### src/rtl/wdt_pkg.sv
package wdt_pkg;

    // Register field selected by address bits [3:2] inside a channel window
    typedef enum logic [1:0] {
        FLD_CUR  = 2'd0,
        FLD_BITE = 2'd1,
        FLD_BARK = 2'd2,
        FLD_CTRL = 2'd3
    } fld_e;

    // Per-channel watchdog state
    typedef enum logic [1:0] {
        CH_OFF   = 2'd0,
        CH_WATCH = 2'd1,
        CH_BITE  = 2'd2
    } ch_state_e;

    // Control word bit positions
    localparam int CTL_IRQ_EN = 0;
    localparam int CTL_IRQ_ST = 1;
    localparam int CTL_RST_EN = 2;

    // Each channel occupies a 16-byte window
    localparam int CH_WIN_LSB = 4;

endpackage

### src/rtl/wdt_decode.sv
module wdt_decode
    import wdt_pkg::*;
#(
    parameter int ADDR_W = 8,
    parameter int NUM_CH = 3,
    localparam int CHW   = (NUM_CH > 1) ? $clog2(NUM_CH) : 1
) (
    input  logic [ADDR_W-1:0] addr_i,
    output logic              hit_o,
    output logic [CHW-1:0]    ch_o,
    output fld_e              fld_o
);

    localparam int TOP_LSB = CH_WIN_LSB + CHW;

    logic aligned;
    logic upper_zero;
    logic ch_ok;
    logic fld_ok;

    always_comb begin
        ch_o       = addr_i[CH_WIN_LSB +: CHW];
        fld_o      = fld_e'(addr_i[3:2]);
        aligned    = (addr_i[1:0] == 2'b00);
        upper_zero = ((addr_i >> TOP_LSB) == '0);
        ch_ok      = (int'(ch_o) < NUM_CH);
        // only channel 0 implements the bark threshold
        fld_ok     = (fld_o != FLD_BARK) || (ch_o == '0);
        hit_o      = aligned && upper_zero && ch_ok && fld_ok;
    end

endmodule

### src/rtl/wdt_chan.sv
module wdt_chan
    import wdt_pkg::*;
#(
    parameter int DW       = 32,
    parameter bit HAS_BARK = 1'b0
) (
    input  logic          clk,
    input  logic          rst_n,
    input  logic          tick_i,
    input  logic          wr_cur_i,
    input  logic          wr_bite_i,
    input  logic          wr_bark_i,
    input  logic          wr_ctrl_i,
    input  logic [DW-1:0] wdata_i,
    output logic [DW-1:0] cur_o,
    output logic [DW-1:0] bite_o,
    output logic [DW-1:0] bark_o,
    output logic [DW-1:0] ctrl_o,
    output logic          rst_req_o,
    output logic          irq_o
);

    logic [DW-1:0] cur_q;
    logic [DW-1:0] bite_q;
    logic [DW-1:0] bark_q;
    logic          rst_en_q;
    logic          irq_en_q;
    logic          irq_st_q;
    logic          bite_hit;
    ch_state_e     state_q;
    ch_state_e     state_d;

    // counter: bus write wins over the tick
    always_ff @(posedge clk or negedge rst_n) begin
        if (!rst_n) begin
            cur_q <= '0;
        end else if (wr_cur_i) begin
            cur_q <= wdata_i;
        end else if (tick_i) begin
            cur_q <= cur_q + 1'b1;
        end
    end

    always_ff @(posedge clk or negedge rst_n) begin
        if (!rst_n) begin
            bite_q   <= '0;
            rst_en_q <= 1'b0;
        end else begin
            if (wr_bite_i) bite_q <= wdata_i;
            if (wr_ctrl_i) rst_en_q <= wdata_i[CTL_RST_EN];
        end
    end

    assign bite_hit = (cur_q >= bite_q);

    generate
        if (HAS_BARK) begin : g_bark
            logic bark_hit;
            logic st_clr;

            assign bark_hit = irq_en_q && (cur_q >= bark_q);
            assign st_clr   = wr_ctrl_i && wdata_i[CTL_IRQ_ST];

            always_ff @(posedge clk or negedge rst_n) begin
                if (!rst_n) begin
                    bark_q   <= '0;
                    irq_en_q <= 1'b0;
                    irq_st_q <= 1'b0;
                end else begin
                    if (wr_bark_i) bark_q <= wdata_i;
                    if (wr_ctrl_i) irq_en_q <= wdata_i[CTL_IRQ_EN];
                    irq_st_q <= (irq_st_q && !st_clr) || bark_hit;
                end
            end

            a_r7_bark_sets: assert property (@(posedge clk) disable iff (!rst_n)
                (irq_en_q && (cur_q >= bark_q)) |=> irq_st_q);
            a_r7_status_sticky: assert property (@(posedge clk) disable iff (!rst_n)
                (irq_st_q && !(wr_ctrl_i && wdata_i[CTL_IRQ_ST])) |=> irq_st_q);
            a_r8_w1c_clears: assert property (@(posedge clk) disable iff (!rst_n)
                (wr_ctrl_i && wdata_i[CTL_IRQ_ST] && !(irq_en_q && (cur_q >= bark_q)))
                |=> !irq_st_q);
        end else begin : g_nobark
            logic unused_bark;
            assign unused_bark = wr_bark_i;
            assign bark_q   = '0;
            assign irq_en_q = 1'b0;
            assign irq_st_q = 1'b0;
        end
    endgenerate

    // state register
    always_ff @(posedge clk or negedge rst_n) begin
        if (!rst_n) begin
            state_q <= CH_OFF;
        end else begin
            state_q <= state_d;
        end
    end

    // transitions: arm, expire, service, disarm
    always_comb begin
        state_d = state_q;
        unique case (state_q)
            CH_OFF: begin
                if (rst_en_q) state_d = bite_hit ? CH_BITE : CH_WATCH;
            end
            CH_WATCH: begin
                if (!rst_en_q)    state_d = CH_OFF;
                else if (bite_hit) state_d = CH_BITE;
            end
            CH_BITE: begin
                if (!rst_en_q)     state_d = CH_OFF;
                else if (!bite_hit) state_d = CH_WATCH;
            end
            default: state_d = CH_OFF;
        endcase
    end

    // outputs
    always_comb begin
        rst_req_o = 1'b0;
        unique case (state_q)
            CH_BITE:          rst_req_o = 1'b1;
            CH_OFF, CH_WATCH: rst_req_o = 1'b0;
            default:          rst_req_o = 1'b0;
        endcase
        irq_o  = irq_st_q && irq_en_q;
        ctrl_o = '0;
        ctrl_o[CTL_IRQ_EN] = irq_en_q;
        ctrl_o[CTL_IRQ_ST] = irq_st_q;
        ctrl_o[CTL_RST_EN] = rst_en_q;
        cur_o  = cur_q;
        bite_o = bite_q;
        bark_o = bark_q;
    end

    a_r2_tick_step: assert property (@(posedge clk) disable iff (!rst_n)
        (tick_i && !wr_cur_i) |=> (cur_q == DW'($past(cur_q) + 1'b1)));
    a_r2_hold: assert property (@(posedge clk) disable iff (!rst_n)
        (!tick_i && !wr_cur_i) |=> $stable(cur_q));
    a_r3_write_wins: assert property (@(posedge clk) disable iff (!rst_n)
        wr_cur_i |=> (cur_q == $past(wdata_i)));
    a_r4_bite_request: assert property (@(posedge clk) disable iff (!rst_n)
        (rst_en_q && (cur_q >= bite_q)) |=> rst_req_o);
    a_r5_disabled_quiet: assert property (@(posedge clk) disable iff (!rst_n)
        !rst_en_q |=> !rst_req_o);

endmodule

### src/rtl/wdt_rdmux.sv
module wdt_rdmux
    import wdt_pkg::*;
#(
    parameter int DW     = 32,
    parameter int NUM_CH = 3,
    localparam int CHW   = (NUM_CH > 1) ? $clog2(NUM_CH) : 1
) (
    input  logic                     hit_i,
    input  logic [CHW-1:0]           ch_i,
    input  fld_e                     fld_i,
    input  logic [NUM_CH-1:0][DW-1:0] cur_i,
    input  logic [NUM_CH-1:0][DW-1:0] bite_i,
    input  logic [NUM_CH-1:0][DW-1:0] bark_i,
    input  logic [NUM_CH-1:0][DW-1:0] ctrl_i,
    output logic [DW-1:0]            rdata_o
);

    always_comb begin
        rdata_o = '0;
        if (hit_i) begin
            for (int i = 0; i < NUM_CH; i++) begin
                if (ch_i == CHW'(i)) begin
                    unique case (fld_i)
                        FLD_CUR:  rdata_o = cur_i[i];
                        FLD_BITE: rdata_o = bite_i[i];
                        FLD_BARK: rdata_o = bark_i[i];
                        FLD_CTRL: rdata_o = ctrl_i[i];
                        default:  rdata_o = '0;
                    endcase
                end
            end
        end
    end

endmodule

### src/rtl/wdt_triple.sv
module wdt_triple
    import wdt_pkg::*;
#(
    parameter int DATA_W = 32,
    parameter int ADDR_W = 8,
    parameter int NUM_CH = 3,
    localparam int CHW   = (NUM_CH > 1) ? $clog2(NUM_CH) : 1
) (
    input  logic              clk,
    input  logic              rst_n,
    input  logic              tick_i,
    input  logic              bus_we_i,
    input  logic [ADDR_W-1:0] bus_addr_i,
    input  logic [DATA_W-1:0] bus_wdata_i,
    output logic [DATA_W-1:0] bus_rdata_o,
    output logic              irq_o,
    output logic              rst_recovery_o,
    output logic              rst_system_o
);

    logic                         hit;
    logic [CHW-1:0]               ch_sel;
    fld_e                         fld_sel;
    logic [NUM_CH-1:0][DATA_W-1:0] cur_v;
    logic [NUM_CH-1:0][DATA_W-1:0] bite_v;
    logic [NUM_CH-1:0][DATA_W-1:0] bark_v;
    logic [NUM_CH-1:0][DATA_W-1:0] ctrl_v;
    logic [NUM_CH-1:0]            req_v;
    logic [NUM_CH-1:0]            irq_v;

    wdt_decode #(.ADDR_W(ADDR_W), .NUM_CH(NUM_CH)) u_decode (
        .addr_i (bus_addr_i),
        .hit_o  (hit),
        .ch_o   (ch_sel),
        .fld_o  (fld_sel)
    );

    generate
        for (genvar g = 0; g < NUM_CH; g++) begin : g_ch
            logic sel;
            assign sel = bus_we_i && hit && (ch_sel == CHW'(g));

            wdt_chan #(.DW(DATA_W), .HAS_BARK(g == 0)) u_chan (
                .clk       (clk),
                .rst_n     (rst_n),
                .tick_i    (tick_i),
                .wr_cur_i  (sel && (fld_sel == FLD_CUR)),
                .wr_bite_i (sel && (fld_sel == FLD_BITE)),
                .wr_bark_i (sel && (fld_sel == FLD_BARK)),
                .wr_ctrl_i (sel && (fld_sel == FLD_CTRL)),
                .wdata_i   (bus_wdata_i),
                .cur_o     (cur_v[g]),
                .bite_o    (bite_v[g]),
                .bark_o    (bark_v[g]),
                .ctrl_o    (ctrl_v[g]),
                .rst_req_o (req_v[g]),
                .irq_o     (irq_v[g])
            );
        end
    endgenerate

    wdt_rdmux #(.DW(DATA_W), .NUM_CH(NUM_CH)) u_rdmux (
        .hit_i   (hit),
        .ch_i    (ch_sel),
        .fld_i   (fld_sel),
        .cur_i   (cur_v),
        .bite_i  (bite_v),
        .bark_i  (bark_v),
        .ctrl_i  (ctrl_v),
        .rdata_o (bus_rdata_o)
    );

    always_comb begin
        irq_o          = irq_v[0];
        rst_recovery_o = req_v[0];
        rst_system_o   = 1'b0;
        for (int i = 1; i < NUM_CH; i++) begin
            rst_system_o = rst_system_o | req_v[i];
        end
    end

    a_r10_unmapped_reads_zero: assert property (@(posedge clk) disable iff (!rst_n)
        !hit |-> (bus_rdata_o == '0));
    a_r4_channel_routing: assert property (@(posedge clk) disable iff (!rst_n)
        rst_system_o |-> (|req_v[NUM_CH-1:1]));

endmodule

### config.mk
export PLATFORM = sky130hd
export DESIGN_NAME = wdt_triple
export DESIGN_NICKNAME = d
export VERILOG_FILES = /design/src/rtl/wdt_pkg.sv /design/src/rtl/wdt_decode.sv /design/src/rtl/wdt_chan.sv /design/src/rtl/wdt_rdmux.sv /design/src/rtl/wdt_triple.sv
export SDC_FILE = /design/constraint.sdc
export NUM_CORES = 1
export LEC_CHECK = 0
export BUFFER_PORTS_ARGS = -buffer_cell sky130_fd_sc_hd__buf_2
export CAP_MARGIN = 20
export CORE_MARGIN = 1.5
export CORE_UTILIZATION = 40
export CTS_CLUSTER_DIAMETER = 60
export DETAILED_ROUTE_END_ITERATION = 10
export PLACE_DENSITY = 0.59
export SYNTH_ARGS = -nofsm -noshare
export SYNTH_HDL_FRONTEND = slang
export SYNTH_HIERARCHICAL = 1
export SYNTH_SLANG_ARGS = --single-unit
### constraint.sdc
create_clock -name clk -period 1.7 [get_ports clk]
set_input_delay 0.17 -clock clk [delete_from_list [all_inputs] [get_ports clk]]
set_output_delay 0.17 -clock clk [all_outputs]
set_load 0.05 [all_outputs]
==> results.md <==
* Outcome: complete, but fails checks
* Failing checks: negative setup slack
* IO Count at 79
* R2R depth at 10
* Total wire length at 58,300 µm
* H-Tree Depth at 1
* Antenna violations before repair at 0
* Clk pwr share at 35.3%
* Crit. End Element: primary output
* Post-Layout Inst Area at 0.0252 mm²
* Vias per Instance at ~5.2
* Rows at 77
* Reg-to-reg critical path endpoint: g_ch[1].u_chan/state_q[0]$_DFFE_PN0P_
* Sw frac at 31.7%
* CTS root buf: clkbuf_16
* DR vias at 15,700
* HPWL after detailed placement at slightly above 40,000 µm
* Placed cell count at about 2,800
* Reg clk slew, reported paths at 60 ps
* Nets at approximately 2,600
* Peak Freq at 463 MHz
* DR pass1 iterations at 6
* Remaining antenna violation count after routing at 0
* RSZ-0062 raised after global routing: yes
* Fin. max-slew vios at 0
* Number of global-route vias before repair at around 16,000
* Port Buffers at around 80
* Core footprint at 0.0440 mm²
* Final clock period utilization by the worst path at 127%
* Cell Pwr Density at 731 mW/mm²
* Max FO, Critical Path at 2
* Psw at just under 6 mW
* GR Overflow Total at 0
* Routed WL per cell at 19.4 µm
* Clock Sinks at ~240
* WP data arrival at around 2000 ps
* Area of the mapped netlist at 0.0178 mm²
* GR peak layer: met2
* Placer Congestion at about 0.88
* Layout area overhead at 41.7%
* First-pass GRT wire length at approximately 88,000 µm
* Seq pwr share at 34.7%
* Syn Inst Count at 1,957
* Avg Synthesized Cell Area at 9.09 µm²
* Die height at 214 µm
* VDD IR-drop max at 0.784 mV
* Final setup fails at 91
* Synthesis Warnings at 6
* DRT iter0 DRCs at just under 900
* R2R setup slack at -360 ps
* Tmin final at about 2200 ps
* Final hold vios at 0
* Initial core utilization at 40.4%
* Largest net degree at the start of global routing at 64
* Die ar. at between 0.04 and 0.05 mm²
* Diode count at 0
* Later-pin clock latency in the skew report at 590 ps
* Met2 usage at 40.7%
* Min-delay worst type: input pin to asynchronous set/reset pin
* Num CTS Buffers at 31
* Share of cells above drive strength 1 at 40.6%
* CP Launch Type: register
* Commonest non-fill, non-tap cells in the layout: 292 x nand2_1, 283 x buf_4, 231 x dfrtp_1
* Req. time, crit path at 1530 ps
* Max-cap viol count at 0
* CP endpoint: bus_rdata_o[30]
* Comb power frac at 29.9%
* CTS tree: yes
* GR Util All Layers at between 20% and 30%
* Critical Path Start: g_ch[0].u_chan/bark_o[30]$_DFFE_PN0P_
* Worst reg2reg startpoint: g_ch[1].u_chan/bite_o[26]$_DFFE_PN0P_
* Met3 GRT Util at 3.73%
* Die width at 214 µm
* Static leakage power at ~12 nW
* TNS Setup at -22,280 ps
* WS Path Type: register to primary output
* Final setup margin at -459 ps
* CTS max path bufs at 3
* DRC errors left at 0
* Power Total at 18.4 mW
* Internal Power at 12.6 mW
* Commonest non-fill, non-tap cell in the layout: nand2_1
* Final cell utilization of the core at between 50 and 60%
* Clock skew at ~13 ps
* Met1 Use GR at 34.5%
* DP Area at about 0.021 mm²
* Fin cells at 3,002
[power groups by stage]
stage / registers, mW / clock network [mW] / logic (mW)
5_1_grt: 6.46 / 6.84 / 5.92
3_3_place_gp: 6.47 / 0 / 4.14
2_1_floorplan: 6.64 / 0 / 2.39
6_report: 6.40 / 6.51 / 5.52
3_5_place_dp: 6.49 / 0 / 4.23
4_1_cts: 6.40 / 6.61 / 5.15
[flip-flops by register name (all words and copies together) (netlist names)]
name,cells
g_ch.u_chan/bark_o,32
g_ch.u_chan/bite_o,96
g_ch.u_chan/cur_o,96
g_ch.u_chan/irq_en_q,1
g_ch.u_chan/irq_st_q,1
g_ch.u_chan/rst_en_q,3
g_ch.u_chan/state_q,6
[metal layers]
metal  part of all wire [%]  wire (µm)
met1                     44      25900
met2                     47      27400
met3                    5.5       3190
met4                    3.1       1820
met5                      0          0
[cell type report]
class,instances,area [µm²]
Timing Repair Buffer,502,4600
Clock buffer,45,908
Tap cell,592,741
Fill cell,3767,18800
Inverter,130,495
Multi-Input combinational cell,1489,12500
Sequential cell,235,5890
Clock inverter,9,87.6
[repair_timing]
item / in CTS / in global routing
pin swaps: 139 / 94
gates cloned: 0 / 3
hold buffers: 33 / 0
resized for setup: 402 / 107
setup buffers: 61 / 40
setup endpoints to repair: 102 / 112
endpoints found under the hold margin: 460 / 0
[stage by stage]
step	hold WS [ps]	worst slack, ps
floorplan	-126	-188
global placement	59.6	-541
detailed placement	54.9	-607
CTS	23.3	-471
global route	56.8	-508
finish	32.6	-459
[worst min-delay path by stage]
stage                     startpoint                                   end  slack (ps)  cells past startpoint
after detailed placement       rst_n  g_ch[1].u_chan/bite_o[9]$_DFFE_PN0P_          50                      1
after global placement         rst_n  g_ch[1].u_chan/bite_o[8]$_DFFE_PN0P_          60                      1
after floorplan                rst_n  g_ch[0].u_chan/bark_o[0]$_DFFE_PN0P_        -130                      0
after global routing           rst_n  g_ch[1].u_chan/bite_o[9]$_DFFE_PN0P_          60                      2
after CTS                      rst_n  g_ch[1].u_chan/bite_o[9]$_DFFE_PN0P_          20                      2
final                          rst_n  g_ch[1].u_chan/bite_o[9]$_DFFE_PN0P_          30                      2
[critical path, cell delays in order, from the launching register on]
cell and delay, ps:
dfrtp_1 400, buf_6 120, mux4_2 480, nor2_4 130, o41ai_4 90, buf_6 180
(Power assumes the default switching activity.)
